$ cat config.mk
export PLATFORM = sky130hd
export DESIGN_NAME = psr_core
export DESIGN_NICKNAME = d
export VERILOG_FILES = /design/src/rtl/psr_pkg.sv /design/src/rtl/psr_mask_unit.sv /design/src/rtl/psr_alu_merge.sv /design/src/rtl/psr_next_sel.sv /design/src/rtl/psr_core.sv
export SDC_FILE = /design/constraint.sdc
export NUM_CORES = 1
export LEC_CHECK = 0
export BUFFER_PORTS_ARGS = -buffer_cell sky130_fd_sc_hd__buf_4
export CAP_MARGIN = 20
export CORE_UTILIZATION = 37
export DETAILED_ROUTE_END_ITERATION = 8
export GPL_TIMING_DRIVEN = 0
export PLACE_DENSITY = 0.76
export SETUP_SLACK_MARGIN = 0.4
export SLEW_MARGIN = 25
export SYNTH_ARGS = -nofsm -noshare
export SYNTH_HDL_FRONTEND = slang
export SYNTH_SLANG_ARGS = --single-unit
export TNS_END_PERCENT = 20
$ cat constraint.sdc
create_clock -name clk -period 0.8 [get_ports clk]
set_input_delay 0.08 -clock clk [delete_from_list [all_inputs] [get_ports clk]]
set_output_delay 0.08 -clock clk [all_outputs]
set_load 0.01 [all_outputs]
$ cat src/rtl/psr_pkg.sv
package psr_pkg;
  localparam int unsigned PSR_W   = 8;
  localparam int unsigned IDX_BIT = 4;

  typedef enum logic [1:0] {
    MOP_NONE = 2'b00,
    MOP_CLR  = 2'b01,
    MOP_SET  = 2'b10,
    MOP_RSVD = 2'b11
  } mop_e;
endpackage

$ cat src/rtl/psr_mask_unit.sv
module psr_mask_unit #(
  parameter int unsigned W = 8
) (
  input  logic [W-1:0] cur_i,
  input  logic [W-1:0] mask_i,
  input  logic [1:0]   mop_i,
  output logic [W-1:0] res_o,
  output logic         hit_o
);
  import psr_pkg::*;

  mop_e kind;

  always_comb begin
    kind  = mop_e'(mop_i);
    res_o = cur_i;
    hit_o = 1'b0;
    unique case (kind)
      MOP_CLR: begin
        res_o = cur_i & ~mask_i;
        hit_o = 1'b1;
      end
      MOP_SET: begin
        res_o = cur_i | mask_i;
        hit_o = 1'b1;
      end
      default: begin
        res_o = cur_i;
        hit_o = 1'b0;
      end
    endcase
  end
endmodule

$ cat src/rtl/psr_alu_merge.sv
module psr_alu_merge #(
  parameter int unsigned W = 8
) (
  input  logic [W-1:0] cur_i,
  input  logic [W-1:0] we_i,
  input  logic [W-1:0] val_i,
  output logic [W-1:0] res_o,
  output logic         hit_o
);
  for (genvar b = 0; b < W; b++) begin : g_bit
    assign res_o[b] = we_i[b] ? val_i[b] : cur_i[b];
  end

  assign hit_o = |we_i;
endmodule

$ cat src/rtl/psr_next_sel.sv
module psr_next_sel #(
  parameter int unsigned W   = 8,
  parameter int unsigned IDX = 4
) (
  input  logic [W-1:0] cur_i,
  input  logic         emu_i,
  input  logic         pull_en_i,
  input  logic [W-1:0] pull_byte_i,
  input  logic [W-1:0] mask_res_i,
  input  logic         mask_hit_i,
  input  logic [W-1:0] alu_res_i,
  input  logic         alu_hit_i,
  output logic [W-1:0] nxt_o,
  output logic         en_o
);
  logic [W-1:0] pick;
  logic         src_hit;
  logic         force_need;

  always_comb begin
    if (pull_en_i) begin
      pick    = pull_byte_i;
      src_hit = 1'b1;
    end else if (mask_hit_i) begin
      pick    = mask_res_i;
      src_hit = 1'b1;
    end else if (alu_hit_i) begin
      pick    = alu_res_i;
      src_hit = 1'b1;
    end else begin
      pick    = cur_i;
      src_hit = 1'b0;
    end

    nxt_o = pick;
    if (emu_i) begin
      nxt_o[IDX] = 1'b1;
    end

    force_need = emu_i & ~cur_i[IDX];
    en_o       = src_hit | force_need;
  end
endmodule

$ cat src/rtl/psr_core.sv
module psr_core #(
  parameter int unsigned            W          = psr_pkg::PSR_W,
  parameter int unsigned            IDX        = psr_pkg::IDX_BIT,
  parameter int unsigned            RST_STAGES = 2,
  parameter logic [psr_pkg::PSR_W-1:0] RESET_VAL = 8'h34
) (
  input  logic         clk,
  input  logic         rst_n,
  input  logic         emu_mode_i,
  input  logic [1:0]   mop_i,
  input  logic [W-1:0] mop_mask_i,
  input  logic         pull_en_i,
  input  logic [W-1:0] pull_byte_i,
  input  logic [W-1:0] alu_we_i,
  input  logic [W-1:0] alu_val_i,
  output logic [W-1:0] status_o,
  output logic [W-1:0] push_byte_o,
  output logic         idx_narrow_o
);
  localparam logic [W-1:0] RST_WORD = RESET_VAL | (W'(1) << IDX);

  logic [RST_STAGES-1:0] rst_pipe;
  logic                  rst_sync_n;

  always_ff @(posedge clk or negedge rst_n) begin
    if (!rst_n) begin
      rst_pipe <= '0;
    end else begin
      rst_pipe <= {rst_pipe[RST_STAGES-2:0], 1'b1};
    end
  end

  assign rst_sync_n = rst_pipe[RST_STAGES-1];

  logic [W-1:0] p_q;
  logic [W-1:0] p_d;
  logic         p_en;
  logic [W-1:0] mask_res;
  logic         mask_hit;
  logic [W-1:0] alu_res;
  logic         alu_hit;

  psr_mask_unit #(.W(W)) u_mask (
    .cur_i  (p_q),
    .mask_i (mop_mask_i),
    .mop_i  (mop_i),
    .res_o  (mask_res),
    .hit_o  (mask_hit)
  );

  psr_alu_merge #(.W(W)) u_alu (
    .cur_i (p_q),
    .we_i  (alu_we_i),
    .val_i (alu_val_i),
    .res_o (alu_res),
    .hit_o (alu_hit)
  );

  psr_next_sel #(.W(W), .IDX(IDX)) u_sel (
    .cur_i       (p_q),
    .emu_i       (emu_mode_i),
    .pull_en_i   (pull_en_i),
    .pull_byte_i (pull_byte_i),
    .mask_res_i  (mask_res),
    .mask_hit_i  (mask_hit),
    .alu_res_i   (alu_res),
    .alu_hit_i   (alu_hit),
    .nxt_o       (p_d),
    .en_o        (p_en)
  );

  always_ff @(posedge clk or negedge rst_sync_n) begin
    if (!rst_sync_n) begin
      p_q <= RST_WORD;
    end else if (p_en) begin
      p_q <= p_d;
    end
  end

  assign status_o     = p_q;
  assign push_byte_o  = p_q;
  assign idx_narrow_o = emu_mode_i | p_q[IDX];
endmodule

==> flow_results.xml, run 1 <==
<?xml version="1.0" encoding="UTF-8"?>
<metrics>
  <group name="route">
    <metric name="wl" unit="um">2580</metric>
    <metric name="dr.max_layer_used" unit="">met3</metric>
    <metric name="via_count_of_the_routed_design" unit="">847</metric>
    <metric name="firstDrtPassIters" unit="">3</metric>
    <metric name="wl_met2" unit="um">1410</metric>
    <metric name="route.detailed.wl_per_inst" unit="um">15.3</metric>
    <metric name="wl_met1" unit="um">1030</metric>
    <metric name="antenna_left" unit="">0</metric>
    <metric name="drc" unit="">0</metric>
    <metric name="vias_per_cell" unit="">5.04</metric>
    <metric name="route.met3.wl" unit="um">138</metric>
    <metric name="starting_drt_drc_count" unit="">7</metric>
  </group>
  <group name="power">
    <metric name="totalPowerFinal" unit="mW">2.01</metric>
    <metric name="worst_ir_drop_vdd" unit="V">0.00122</metric>
    <metric name="power.density" unit="nW/um^2">1280</metric>
    <metric name="p_leak" unit="nW">0.759</metric>
  </group>
  <group name="sta">
    <metric name="maxSlewViolCount" unit="">0</metric>
    <metric name="hold-worst-slack" unit="ns">0.0128</metric>
    <metric name="finalClockSkew" unit="ns">0.00145</metric>
    <metric name="final-hold-violation-count" unit="">0</metric>
    <metric name="relSlewSlack" unit="%">60.1</metric>
    <metric name="setup_total_negative_slack" unit="ns">-5.35</metric>
    <metric name="finalWorstPathRequiredPeriod" unit="ns">1.12</metric>
    <metric name="period_share" unit="%">141</metric>
    <metric name="setup_ws" unit="ns">-0.324</metric>
    <metric name="worst-slew-pin-transition" unit="ns">0.598</metric>
    <metric name="highest_clock_rate" unit="MHz">889</metric>
    <metric name="grt_setup_unrepaired" unit="">yes</metric>
    <metric name="setup_viol" unit="">25</metric>
  </group>
  <group name="clock_tree">
    <metric name="cts_buffers" unit="">3</metric>
    <metric name="htree_num_levels" unit="">1</metric>
    <metric name="tritoncts" unit="">yes</metric>
    <metric name="ctsLongestPathBuffers" unit="">2</metric>
    <metric name="clock_sinks" unit="">10</metric>
    <metric name="worst_setup_hold_path_clk_slew" unit="ns">0.07</metric>
    <metric name="worst_skew_pair.late_latency" unit="ns">0.26</metric>
    <metric name="root_buffer" unit="">clkbuf_4</metric>
  </group>
  <group name="worst_setup_path">
    <metric name="worst_ep_required_time" unit="ns">0.72</metric>
    <metric name="criticalPathCategory" unit="">flip-flop to primary output</metric>
    <metric name="critPathMaxFanout" unit="">5</metric>
    <metric name="critical_path.startpoint_type" unit="">flip-flop</metric>
    <metric name="endpoint_kind" unit="">primary output</metric>
    <metric name="cp.arrival" unit="ns">1.04</metric>
  </group>
  <group name="placement">
    <metric name="detailedPlacementHpwl" unit="um">1750</metric>
    <metric name="dpl-instance-area" unit="um^2">1330</metric>
    <metric name="place.port_buffers" unit="">53</metric>
    <metric name="finalWeightedCongestion" unit="">0.705</metric>
  </group>
  <group name="yosys">
    <metric name="post_synth_and_or_nand_nor_area_fraction" unit="%">21.2</metric>
    <metric name="synth_area_in_compound_gates" unit="%">17.7</metric>
    <metric name="yosysWarnings" unit="">0</metric>
    <metric name="netlist.top_cell.by_area" unit="">dfrtp_1</metric>
    <metric name="synth_largest_type_area_fraction" unit="%">20.5</metric>
    <metric name="yosys.cell_types.count" unit="">26</metric>
    <metric name="avgSynthCellArea" unit="um^2">11.0</metric>
    <metric name="synth-seq-cells" unit="">10</metric>
    <metric name="synth.area.top_cells" unit="">dfrtp_1 20%, dfstp_2 9.2%, buf_4 7.9%</metric>
    <metric name="synth_sequential_area_ratio" unit="%">29.7</metric>
    <metric name="synthCells" unit="">78</metric>
    <metric name="yosys.area_share.adder" unit="%">2.93</metric>
    <metric name="synth.net_count" unit="">118</metric>
    <metric name="syn_area" unit="um^2">855</metric>
    <metric name="post_synth_mux_area_share" unit="%">14.6</metric>
    <metric name="synth_top_family_by_area" unit="">simple AND/OR/NAND/NOR gates</metric>
    <metric name="post_synth_xor_area_fraction" unit="%">0</metric>
  </group>
  <group name="run_status">
    <metric name="violations" unit="">setup timing</metric>
    <metric name="run_status" unit="">finished with violations</metric>
  </group>
  <group name="final_layout">
    <metric name="register_area" unit="um^2">255</metric>
    <metric name="filler_cell_count" unit="">170</metric>
    <metric name="antenna_cells_inserted" unit="">0</metric>
    <metric name="fin_nets" unit="">181</metric>
    <metric name="multi_input_gate_area" unit="um^2">578</metric>
    <metric name="drive_above_1_share" unit="%">78.6</metric>
    <metric name="syn2layout_area_growth" unit="%">84.2</metric>
    <metric name="fin_area" unit="um^2">1570</metric>
  </group>
  <group name="hold_path">
    <metric name="worst_hold_path_type" unit="">input pin to flip-flop</metric>
  </group>
  <group name="grt">
    <metric name="global_route.usage.total" unit="%">21.4</metric>
    <metric name="global_route_wire_length_before_repair" unit="um">4020</metric>
    <metric name="pin_count_of_the_biggest_net_entering_global_routing" unit="">11</metric>
    <metric name="grt-ovfl-total" unit="">0</metric>
    <metric name="first_global_vias" unit="">907</metric>
    <metric name="grt_antenna_before_repair" unit="">0</metric>
  </group>
  <group name="run">
    <metric name="drv.max_cap_violation_count" unit="">0</metric>
  </group>
  <group name="floorplanning">
    <metric name="rows" unit="">17</metric>
    <metric name="core_area" unit="um^2">2190</metric>
    <metric name="die_width" unit="um">50.1</metric>
    <metric name="ios" unit="">55</metric>
    <metric name="die_h" unit="um">50.1</metric>
    <metric name="design.die.area" unit="um^2">2510</metric>
    <metric name="floorplan.initialDensity" unit="%">39.0</metric>
  </group>
</metrics>
final timing paths:
check | to | cells past startpoint | slack (ns) | startpoint
max | status_o[4] | 2 | -0.32 | push_byte_o[4]$_DFFE_PN1P_
min | flip-flop | 3 | 0.01 | pull_byte_i[3]
max reg2reg | flip-flop | 3 | -0.29 | flip-flop
min reg2reg | asynchronous set/reset pin | 0 | 0.11 | rst_pipe[1]$_DFF_PN0_
max in group asynchronous | asynchronous set/reset pin | 0 | 0.44 | rst_pipe[1]$_DFF_PN0_
min in group asynchronous | asynchronous set/reset pin | 0 | 0.11 | rst_pipe[1]$_DFF_PN0_
synthesized netlist by cell type (all sizes together):
cell type / instances
buf: 12
a21oi: 8
mux2: 8
and4b: 7
dfrtp: 7
nand2: 7
nor3b: 7
o41ai: 7
dfstp: 3
clkbuf: 2
ha: 2
mux2i: 2
or2: 2
conb: 1
inv: 1
nand2b: 1
o21ai: 1
critical path, cell delays in order (launching register included):
cell and delay (ns):
dfstp_2 0.57, buf_4 0.11, buf_4 0.11
per-stage QoR:
| stage | utilization, % | setup WS [ns] | cells |
|---|---|---|---|
| after floorplan | - | -0.332 | 78 |
| after CTS | 70.1 | -0.337 | 168 |
| after global placement | 60.7 | -0.570 | 159 |
| after detailed placement | 60.7 | -0.580 | 159 |
| final | 71.8 | -0.324 | 168 |
| after global routing | 71.8 | -0.351 | 168 |
layout make-up:
cell class	instances	share of cell area [%]
Timing Repair Buffer	58	33.5
Multi-Input combinational cell	53	36.7
Inverter	1	1.03
Tap cell	28	2.23
Clock buffer	4	1.67
Sequential cell	10	16.2
Buffer	14	8.59
kinds of logic (layout without fill, tap and decap cells):
logic type / Yosys count / after routing
other cells: 1 / 1
compound gates: 16 / 16
fa+ha+maj: 2 / 2
mux: 10 / 10
flops: 10 / 10
buf+inv: 15 / 77
simple gates: 24 / 24
routing by layer:
layer	GRT usage, %	vias up
li1	-	410
met1	25.1	404
met2	39.1	33
met3	5.25	0
met4	3.33	0
met5	0	-
what timing repair did:
action,in CTS,in global routing
pin swaps,8,4
cloned,2,0
endpoints found under the hold margin,2,0
gates resized for setup,22,14
endpoints found under the setup margin,34,26
hold buffers,1,0
buffers inserted,2,0
placed cells by master (no fill, tap or decap), drive strengths merged:
cell type | netlist | final
buf | 12 | 69
nand2b | 1 | 1
dlygate4sd3 | 0 | 1
nor3b | 7 | 7
bufbuf | 0 | 1
conb | 1 | 1
mux2 | 8 | 8
clkbuf | 2 | 5
nand2 | 7 | 7
dfstp | 3 | 3
o21ai | 1 | 1
a21oi | 8 | 8
dfrtp | 7 | 7
and4b | 7 | 7
mux2i | 2 | 2
o41ai | 7 | 7
ha | 2 | 2
inv | 1 | 1
or2 | 2 | 2
report_power, final:
group / total (mW) / leakage [nW] / internal (mW) / switching [mW]
Clock: 0.372 / 0.0150 / 0.193 / 0.179
Sequential: 0.630 / 0.114 / 0.571 / 0.0589
Combinational: 1.01 / 0.630 / 0.650 / 0.362
Total: 2.01 / 0.759 / 1.41 / 0.600
(Power assumes the default switching activity.)
==> inputs of run 2 (changes only) <==
--- a/config.mk
+++ b/config.mk
@@ -7,10 +7,10 @@
 export LEC_CHECK = 0
 export BUFFER_PORTS_ARGS = -buffer_cell sky130_fd_sc_hd__buf_4
 export CAP_MARGIN = 20
-export CORE_UTILIZATION = 37
+export CORE_UTILIZATION = 45
 export DETAILED_ROUTE_END_ITERATION = 8
 export GPL_TIMING_DRIVEN = 0
-export PLACE_DENSITY = 0.76
+export PLACE_DENSITY = 0.86
 export SETUP_SLACK_MARGIN = 0.4
 export SLEW_MARGIN = 25
 export SYNTH_ARGS = -nofsm -noshare
==> constraint.sdc (replaced) <==
create_clock -name clk -period 1.4 [get_ports clk]
set_input_delay 0.07 -clock clk [delete_from_list [all_inputs] [get_ports clk]]
set_output_delay 0.07 -clock clk [all_outputs]
set_load 0.01 [all_outputs]
==> run 2 against run 1 <==
  * The flow now finishes without violations
  * Critical path depth stayed put
  * Register-to-register slack improved by 0.61 ns
  * Sequential cell count unchanged
  * Routed wire length rose by 8.9%
  * Critical endpoint unchanged
==> flow_results.xml, run 2 (synthesis gave the netlist of run 1 again) <==
<?xml version="1.0" encoding="UTF-8"?>
<metrics>
  <group name="run_status">
    <metric name="run_status" unit="">completed</metric>
  </group>
  <group name="grt">
    <metric name="global_route_wire_length_before_repair" unit="um">3670</metric>
    <metric name="grt_antenna_before_repair" unit="">0</metric>
    <metric name="pin_count_of_the_biggest_net_entering_global_routing" unit="">11</metric>
    <metric name="global_route.usage.total" unit="%">25.2</metric>
    <metric name="first_global_vias" unit="">829</metric>
    <metric name="grt-ovfl-total" unit="">0</metric>
  </group>
  <group name="worst_setup_path">
    <metric name="r2r_start" unit="">push_byte_o[4]$_DFFE_PN1P_</metric>
    <metric name="minimum_setup_slack_among_reg_to_reg_paths" unit="ns">0.32</metric>
    <metric name="timing.critical_path.buf_inv" unit="">2</metric>
    <metric name="worst_ep_required_time" unit="ns">1.33</metric>
    <metric name="timing.critical_path.slowest_stage_cell" unit="">dfstp_2</metric>
    <metric name="critPathMaxFanout" unit="">5</metric>
    <metric name="largest_stage_delay_on_the_critical_path" unit="ns">0.57</metric>
    <metric name="reg2reg_depth" unit="">3</metric>
    <metric name="rr_endpoint" unit="">push_byte_o[4]$_DFFE_PN1P_</metric>
    <metric name="worstPathCellList" unit="">buf_4, buf_4</metric>
    <metric name="timing.critical_path.depth" unit="">2</metric>
    <metric name="worst_setup_path_startpoint" unit="">push_byte_o[4]$_DFFE_PN1P_</metric>
    <metric name="critical_path.startpoint_type" unit="">flip-flop</metric>
    <metric name="endpoint_kind" unit="">primary output</metric>
    <metric name="worst_path_dominant_cell_family" unit="">flip-flops</metric>
    <metric name="crit_path_end" unit="">status_o[4]</metric>
    <metric name="cp.arrival" unit="ns">1.04</metric>
    <metric name="criticalPathCategory" unit="">flip-flop to primary output</metric>
    <metric name="critPathMostFrequentCell" unit="">buf_4</metric>
  </group>
  <group name="final_layout">
    <metric name="mostFrequentLayoutCells" unit="">58 x buf_4, 7 x nor3b_1, 7 x nand2_1, 7 x dfrtp_1, 6 x o41ai_2</metric>
    <metric name="final_common_cell" unit="">buf_4</metric>
    <metric name="fin_area" unit="um^2">1480</metric>
    <metric name="multi_input_gate_area" unit="um^2">541</metric>
    <metric name="syn2layout_area_growth" unit="%">72.9</metric>
    <metric name="final_core_util" unit="%">84.7</metric>
    <metric name="antenna_cells_inserted" unit="">0</metric>
    <metric name="filler_cell_count" unit="">97</metric>
    <metric name="register_area" unit="um^2">254</metric>
    <metric name="fin_nets" unit="">182</metric>
    <metric name="layout.cells.non_filler" unit="">166</metric>
    <metric name="drive_above_1_share" unit="%">72.3</metric>
  </group>
  <group name="clock_tree">
    <metric name="clock_sinks" unit="">10</metric>
    <metric name="ctsLongestPathBuffers" unit="">2</metric>
    <metric name="worst_setup_hold_path_clk_slew" unit="ns">0.07</metric>
    <metric name="tritoncts" unit="">yes</metric>
    <metric name="cts_buffers" unit="">3</metric>
    <metric name="worst_skew_pair.late_latency" unit="ns">0.26</metric>
    <metric name="htree_num_levels" unit="">1</metric>
    <metric name="root_buffer" unit="">clkbuf_4</metric>
    <metric name="post_cts.repair.setup_buffers" unit="">0</metric>
  </group>
  <group name="floorplanning">
    <metric name="rows" unit="">15</metric>
    <metric name="floorplan.initialDensity" unit="%">49.0</metric>
    <metric name="die_h" unit="um">45.6</metric>
    <metric name="ios" unit="">55</metric>
    <metric name="core_area" unit="um^2">1750</metric>
    <metric name="design.die.area" unit="um^2">2080</metric>
    <metric name="die_width" unit="um">45.6</metric>
  </group>
  <group name="route">
    <metric name="antenna_left" unit="">0</metric>
    <metric name="drc" unit="">0</metric>
    <metric name="vias_per_cell" unit="">5.25</metric>
    <metric name="via_count_of_the_routed_design" unit="">872</metric>
    <metric name="route.detailed.wl_per_inst" unit="um">16.9</metric>
    <metric name="starting_drt_drc_count" unit="">12</metric>
    <metric name="firstDrtPassIters" unit="">4</metric>
    <metric name="wl" unit="um">2800</metric>
  </group>
  <group name="hold_path">
    <metric name="worst_hold_path_type" unit="">input pin to flip-flop</metric>
    <metric name="holdPathStages" unit="">3</metric>
  </group>
  <group name="placement">
    <metric name="finalWeightedCongestion" unit="">0.715</metric>
    <metric name="detailedPlacementHpwl" unit="um">1790</metric>
    <metric name="dpl-instance-area" unit="um^2">1320</metric>
    <metric name="placedCellCount" unit="">156</metric>
    <metric name="place.port_buffers" unit="">53</metric>
  </group>
  <group name="sta">
    <metric name="finalClockSkew" unit="ns">0.00345</metric>
    <metric name="finalWorstPathRequiredPeriod" unit="ns">1.11</metric>
    <metric name="setup_viol" unit="">0</metric>
    <metric name="highest_clock_rate" unit="MHz">902</metric>
    <metric name="final-hold-violation-count" unit="">0</metric>
    <metric name="maxSlewViolCount" unit="">0</metric>
    <metric name="hold-worst-slack" unit="ns">0.0181</metric>
    <metric name="period_share" unit="%">79.2</metric>
    <metric name="setup_total_negative_slack" unit="ns">0</metric>
    <metric name="grt_setup_unrepaired" unit="">yes</metric>
  </group>
  <group name="run">
    <metric name="drv.max_cap_violation_count" unit="">0</metric>
  </group>
  <group name="power">
    <metric name="worst_ir_drop_vdd" unit="V">0.000813</metric>
    <metric name="power.density" unit="nW/um^2">764</metric>
    <metric name="p_leak" unit="nW">0.720</metric>
  </group>
</metrics>
[run 2: changes by cell type in the layout (fill, tap and decap cells not counted), moves of 2 or more]
cell / previous run / this run
buf_4: 49 / 58
nor3b_2: 3 / 0
nor3b_1: 4 / 7
buf_8: 3 / 1
dlygate4sd3_1: 1 / 5
buf_6: 13 / 4
[run 2: per-layer routing]
metal | routed length, um | track usage [%]
met1 | 1150 | 29.3
met2 | 1530 | 45.4
met3 | 90 | 5.95
met4 | 42 | 7.27
met5 | 0 | 0
[run 2: worst min path at each step]
stage / from / end / slack (ns)
CTS: pull_byte_i[0] / flip-flop / 0.004
finish: pull_byte_i[0] / flip-flop / 0.02
detailed placement: rst_n / rst_pipe[1]$_DFF_PN0_ / -0.15
global placement: rst_n / rst_pipe[0]$_DFF_PN0_ / -0.15
global route: pull_byte_i[3] / flip-flop / 0.01
floorplan: rst_n / rst_pipe[0]$_DFF_PN0_ / -0.23
[run 2: final cells by class]
class | count | area share [%]
Inverter | 1 | 0.762
Timing Repair Buffer | 59 | 32.5
Tap cell | 25 | 2.12
Sequential cell | 10 | 17.2
Buffer | 14 | 8.38
Clock buffer | 4 | 2.46
Multi-Input combinational cell | 53 | 36.6
[run 2: per-stage QoR]
| step | total power, mW | worst slack [ns] |
|---|---|---|
| after floorplan | 0.602 | 0.276 |
| after global placement | 0.797 | 0.0638 |
| after detailed placement | 0.807 | 0.0435 |
| after CTS | 1.10 | 0.273 |
| after global routing | 1.18 | 0.255 |
| final | 1.13 | 0.292 |
[run 2: worst reg2reg max path, stage by stage, from the launching register on]
cell	delay [ns]
dfstp_2	0.57
mux2i_1	0.08
mux2_4	0.27
o21ai_2	0.11
[run 2: report_power, final]
part | internal, mW | switching (mW) | leakage, nW
clock network | 0.158 | 0.103 | 0.0210
registers | 0.326 | 0.0334 | 0.115
logic | 0.313 | 0.195 | 0.584
[run 2: what timing repair did]
item,4_1_cts,5_1_grt
resized for setup,6,8
pin swaps,0,3
hold buffers,5,0
hold endpoints to repair,6,0
endpoints found under the setup margin,20,20
cloned,0,1
==> inputs of run 3 (changes only) <==
--- a/config.mk
+++ b/config.mk
@@ -5,12 +5,13 @@
 export SDC_FILE = /design/constraint.sdc
 export NUM_CORES = 1
 export LEC_CHECK = 0
+export ABC_AREA = 1
 export BUFFER_PORTS_ARGS = -buffer_cell sky130_fd_sc_hd__buf_4
 export CAP_MARGIN = 20
-export CORE_UTILIZATION = 45
+export CORE_UTILIZATION = 42
 export DETAILED_ROUTE_END_ITERATION = 8
 export GPL_TIMING_DRIVEN = 0
-export PLACE_DENSITY = 0.86
+export PLACE_DENSITY = 0.81
 export SETUP_SLACK_MARGIN = 0.4
 export SLEW_MARGIN = 25
 export SYNTH_ARGS = -nofsm -noshare
==> constraint.sdc (replaced) <==
create_clock -name clk -period 1.1 [get_ports clk]
set_input_delay 0.055 -clock clk [delete_from_list [all_inputs] [get_ports clk]]
set_output_delay 0.055 -clock clk [all_outputs]
set_load 0.01 [all_outputs]
==> run 3 against run 2 <==
  * Count of clock-buffer cells in the layout unchanged
  * The run now ends with setup timing left
  * Total power increased by 39%
  * Global-route usage is 0.50 points lower
  * Highest routed layer unchanged
  * Non-clock buffer count down 5
  * Synthesized cell count grew 63%
  * Clock skew is 0.0059 ns higher
  * Sequential share of layout area fell by 0.74 points
  * Synthesized area up 4.4%
  * Die area rose by 11%
  * Final cell count grew 28%
==> flow_results.xml, run 3 <==
<?xml version="1.0" encoding="UTF-8"?>
<metrics>
  <group name="run_status">
    <metric name="run_status" unit="">finished with violations</metric>
    <metric name="violations" unit="">setup timing</metric>
  </group>
  <group name="clock_tree">
    <metric name="worst_skew_pair.late_latency" unit="ns">0.28</metric>
    <metric name="clock_sinks" unit="">10</metric>
    <metric name="ctsLongestPathBuffers" unit="">2</metric>
    <metric name="cts_buffers" unit="">3</metric>
    <metric name="tritoncts" unit="">yes</metric>
    <metric name="worst_setup_hold_path_clk_slew" unit="ns">0.08</metric>
    <metric name="htree_num_levels" unit="">1</metric>
    <metric name="root_buffer" unit="">clkbuf_4</metric>
  </group>
  <group name="sta">
    <metric name="highest_clock_rate" unit="MHz">897</metric>
    <metric name="grt_setup_unrepaired" unit="">yes</metric>
    <metric name="final-hold-violation-count" unit="">0</metric>
    <metric name="setup_total_negative_slack" unit="ns">-0.0205</metric>
    <metric name="setup_viol" unit="">2</metric>
    <metric name="finalWorstPathRequiredPeriod" unit="ns">1.11</metric>
    <metric name="setup_ws" unit="ns">-0.0143</metric>
    <metric name="finalClockSkew" unit="ns">0.00938</metric>
    <metric name="period_share" unit="%">101</metric>
    <metric name="maxSlewViolCount" unit="">0</metric>
  </group>
  <group name="route">
    <metric name="via_count_of_the_routed_design" unit="">1053</metric>
    <metric name="drc" unit="">0</metric>
    <metric name="starting_drt_drc_count" unit="">31</metric>
    <metric name="antenna_left" unit="">0</metric>
    <metric name="firstDrtPassIters" unit="">5</metric>
    <metric name="wl" unit="um">2700</metric>
    <metric name="vias_per_cell" unit="">4.94</metric>
    <metric name="route.detailed.wl_per_inst" unit="um">12.7</metric>
  </group>
  <group name="hold_path">
    <metric name="worstHoldStart" unit="">pull_byte_i[1]</metric>
    <metric name="holdPathStages" unit="">3</metric>
    <metric name="worst_hold_path_type" unit="">input pin to flip-flop</metric>
  </group>
  <group name="worst_setup_path">
    <metric name="critical_path.startpoint_type" unit="">flip-flop</metric>
    <metric name="timing.critical_path.slowest_stage_cell" unit="">dfstp_2</metric>
    <metric name="rr_endpoint" unit="">push_byte_o[4]$_DFFE_PN1P_</metric>
    <metric name="cp.arrival" unit="ns">1.06</metric>
    <metric name="endpoint_kind" unit="">primary output</metric>
    <metric name="worst_ep_required_time" unit="ns">1.04</metric>
    <metric name="critPathMaxFanout" unit="">5</metric>
    <metric name="criticalPathCategory" unit="">flip-flop to primary output</metric>
    <metric name="reg2reg_depth" unit="">6</metric>
    <metric name="timing.critical_path.buf_inv" unit="">2</metric>
    <metric name="worst_path_dominant_cell_family" unit="">flip-flops</metric>
    <metric name="r2r_start" unit="">push_byte_o[4]$_DFFE_PN1P_</metric>
    <metric name="worstPathCellList" unit="">inv_2, nand2_2, buf_6</metric>
    <metric name="largest_stage_delay_on_the_critical_path" unit="ns">0.59</metric>
    <metric name="minimum_setup_slack_among_reg_to_reg_paths" unit="ns">0.05</metric>
  </group>
  <group name="grt">
    <metric name="pin_count_of_the_biggest_net_entering_global_routing" unit="">11</metric>
    <metric name="global_route_wire_length_before_repair" unit="um">3830</metric>
    <metric name="global_route.usage.total" unit="%">24.7</metric>
    <metric name="grt-ovfl-total" unit="">0</metric>
    <metric name="first_global_vias" unit="">930</metric>
    <metric name="grt_antenna_before_repair" unit="">0</metric>
  </group>
  <group name="floorplanning">
    <metric name="design.die.area" unit="um^2">2310</metric>
    <metric name="core_area" unit="um^2">1980</metric>
    <metric name="ios" unit="">55</metric>
    <metric name="rows" unit="">16</metric>
    <metric name="floorplan.initialDensity" unit="%">45.0</metric>
    <metric name="die_h" unit="um">48.1</metric>
    <metric name="die_width" unit="um">48.1</metric>
  </group>
  <group name="placement">
    <metric name="place.port_buffers" unit="">54</metric>
    <metric name="placedCellCount" unit="">208</metric>
    <metric name="detailedPlacementHpwl" unit="um">2010</metric>
    <metric name="finalWeightedCongestion" unit="">0.830</metric>
    <metric name="dpl-instance-area" unit="um^2">1360</metric>
  </group>
  <group name="power">
    <metric name="power.density" unit="nW/um^2">1010</metric>
    <metric name="totalPowerFinal" unit="mW">1.57</metric>
    <metric name="worst_ir_drop_vdd" unit="V">0.000823</metric>
    <metric name="p_leak" unit="nW">0.785</metric>
  </group>
  <group name="yosys">
    <metric name="yosys-top-cells-count" unit="">35 x nand2_1, 11 x nor2_1, 9 x buf_4, 9 x o21ai_1, 8 x inv_1</metric>
    <metric name="synth_sequential_area_ratio" unit="%">28.5</metric>
    <metric name="synth-seq-cells" unit="">10</metric>
    <metric name="avgSynthCellArea" unit="um^2">7.02</metric>
    <metric name="synth_largest_type_area_fraction" unit="%">19.6</metric>
    <metric name="synth_top_flop_cell" unit="">dfrtp_1</metric>
    <metric name="synth.area.top_cells" unit="">dfrtp_1 20%, nand2_1 15%, dfstp_2 8.8%</metric>
    <metric name="yosys.cell_types.count" unit="">25</metric>
    <metric name="ys_async_sr_fraction" unit="%">100</metric>
    <metric name="synth_most_common_cell" unit="">nand2_1</metric>
    <metric name="syn_area" unit="um^2">892</metric>
    <metric name="synthCells" unit="">127</metric>
    <metric name="synth-edff-count" unit="">0</metric>
    <metric name="synth.net_count" unit="">167</metric>
    <metric name="netlist.top_cell.by_area" unit="">dfrtp_1</metric>
    <metric name="yosysWarnings" unit="">0</metric>
  </group>
  <group name="run">
    <metric name="drv.max_cap_violation_count" unit="">0</metric>
  </group>
  <group name="final_layout">
    <metric name="drive_above_1_share" unit="%">54.3</metric>
    <metric name="final_common_cell" unit="">buf_4</metric>
    <metric name="fin_nets" unit="">227</metric>
    <metric name="syn2layout_area_growth" unit="%">73.1</metric>
    <metric name="fin_area" unit="um^2">1540</metric>
    <metric name="layout.cells.non_filler" unit="">213</metric>
    <metric name="final_core_util" unit="%">77.9</metric>
    <metric name="mostFrequentLayoutCells" unit="">36 x buf_4, 32 x nand2_1, 25 x buf_6</metric>
    <metric name="antenna_cells_inserted" unit="">0</metric>
  </group>
</metrics>
[run 3: cell types whose count changed after synthesis, moves of 4 or more]
cell,before,now
o41ai_2,4,0
mux2_4,4,0
nand3_1,0,4
o22ai_1,0,4
nor3b_1,7,0
nor2_1,0,11
nand2_4,0,4
nand2_2,0,5
inv_1,1,8
and4b_2,5,0
nand2_1,7,35
o21ai_1,1,9
[run 3: per-layer routing]
layer,vias up,part of all wire [%],GRT usage [%]
met5,-,0,0
met1,490,38,26.7
met2,41,55,48.1
met4,0,1.6,12.2
met3,5,5.7,1.13
li1,517,-,-
[run 3: what timing repair did]
| item | 4_1_cts | 5_1_grt |
|---|---|---|
| hold endpoints to repair | 2 | 0 |
| resized for setup | 40 | 3 |
| hold buffers | 1 | 0 |
| pin swaps | 23 | 17 |
| buffers inserted | 0 | 0 |
| setup endpoints to repair | 25 | 25 |
[run 3: area by class of cell]
type | instances | area (um^2)
Fill cell | 142 | 438
Clock buffer | 4 | 26.3
Timing Repair Buffer | 55 | 492
Buffer | 13 | 153
Sequential cell | 10 | 254
Tap cell | 27 | 33.8
Inverter | 11 | 58.8
Multi-Input combinational cell | 93 | 527
[run 3: worst register-to-register path, cell delays in order, from the launching register on]
cell     delay, ns
dfstp_2       0.59
inv_2         0.06
nand2_1       0.06
nand4_1       0.11
nand2_1       0.09
nand2_1       0.05
nand2_1       0.05
[run 3: how the worst max path moves through the flow]
stage	start	endpoint	slack (ns)	cells past startpoint
2_1_floorplan	mop_i[0]	flip-flop	0.05	9
3_3_place_gp	mop_i[0]	flip-flop	-0.15	10
3_5_place_dp	mop_i[0]	flip-flop	-0.19	10
4_1_cts	push_byte_o[4]$_DFFE_PN1P_	idx_narrow_o	-0.01	3
5_1_grt	push_byte_o[4]$_DFFE_PN1P_	idx_narrow_o	-0.06	3
6_report	push_byte_o[4]$_DFFE_PN1P_	idx_narrow_o	-0.01	3
[run 3: metrics by stage]
step	setup WS (ns)	hold WS (ns)
after floorplan	0.0522	-0.241
after global placement	-0.149	-0.164
after detailed placement	-0.186	-0.160
after CTS	-0.0122	0.0606
after global routing	-0.0577	0.0639
final	-0.0143	0.0368
[run 3: logic make-up (layout without fill, tap and decap cells)]
family | Yosys count | in the layout | synth area share (%)
DFF | 10 | 10 | 28.5
adders and majority gates | 2 | 2 | 2.80
and+or+nand+nor | 62 | 62 | 32.1
buffers and inverters | 24 | 83 | 17.7
AOI/OAI and AO/OA | 28 | 28 | 18.5
other | 1 | 1 | 0.420
[run 3: where the power goes]
group          switching (mW)  internal [mW]  total [mW]
logic                   0.323          0.468       0.791
clock network           0.147          0.141       0.288
registers              0.0616          0.427       0.488
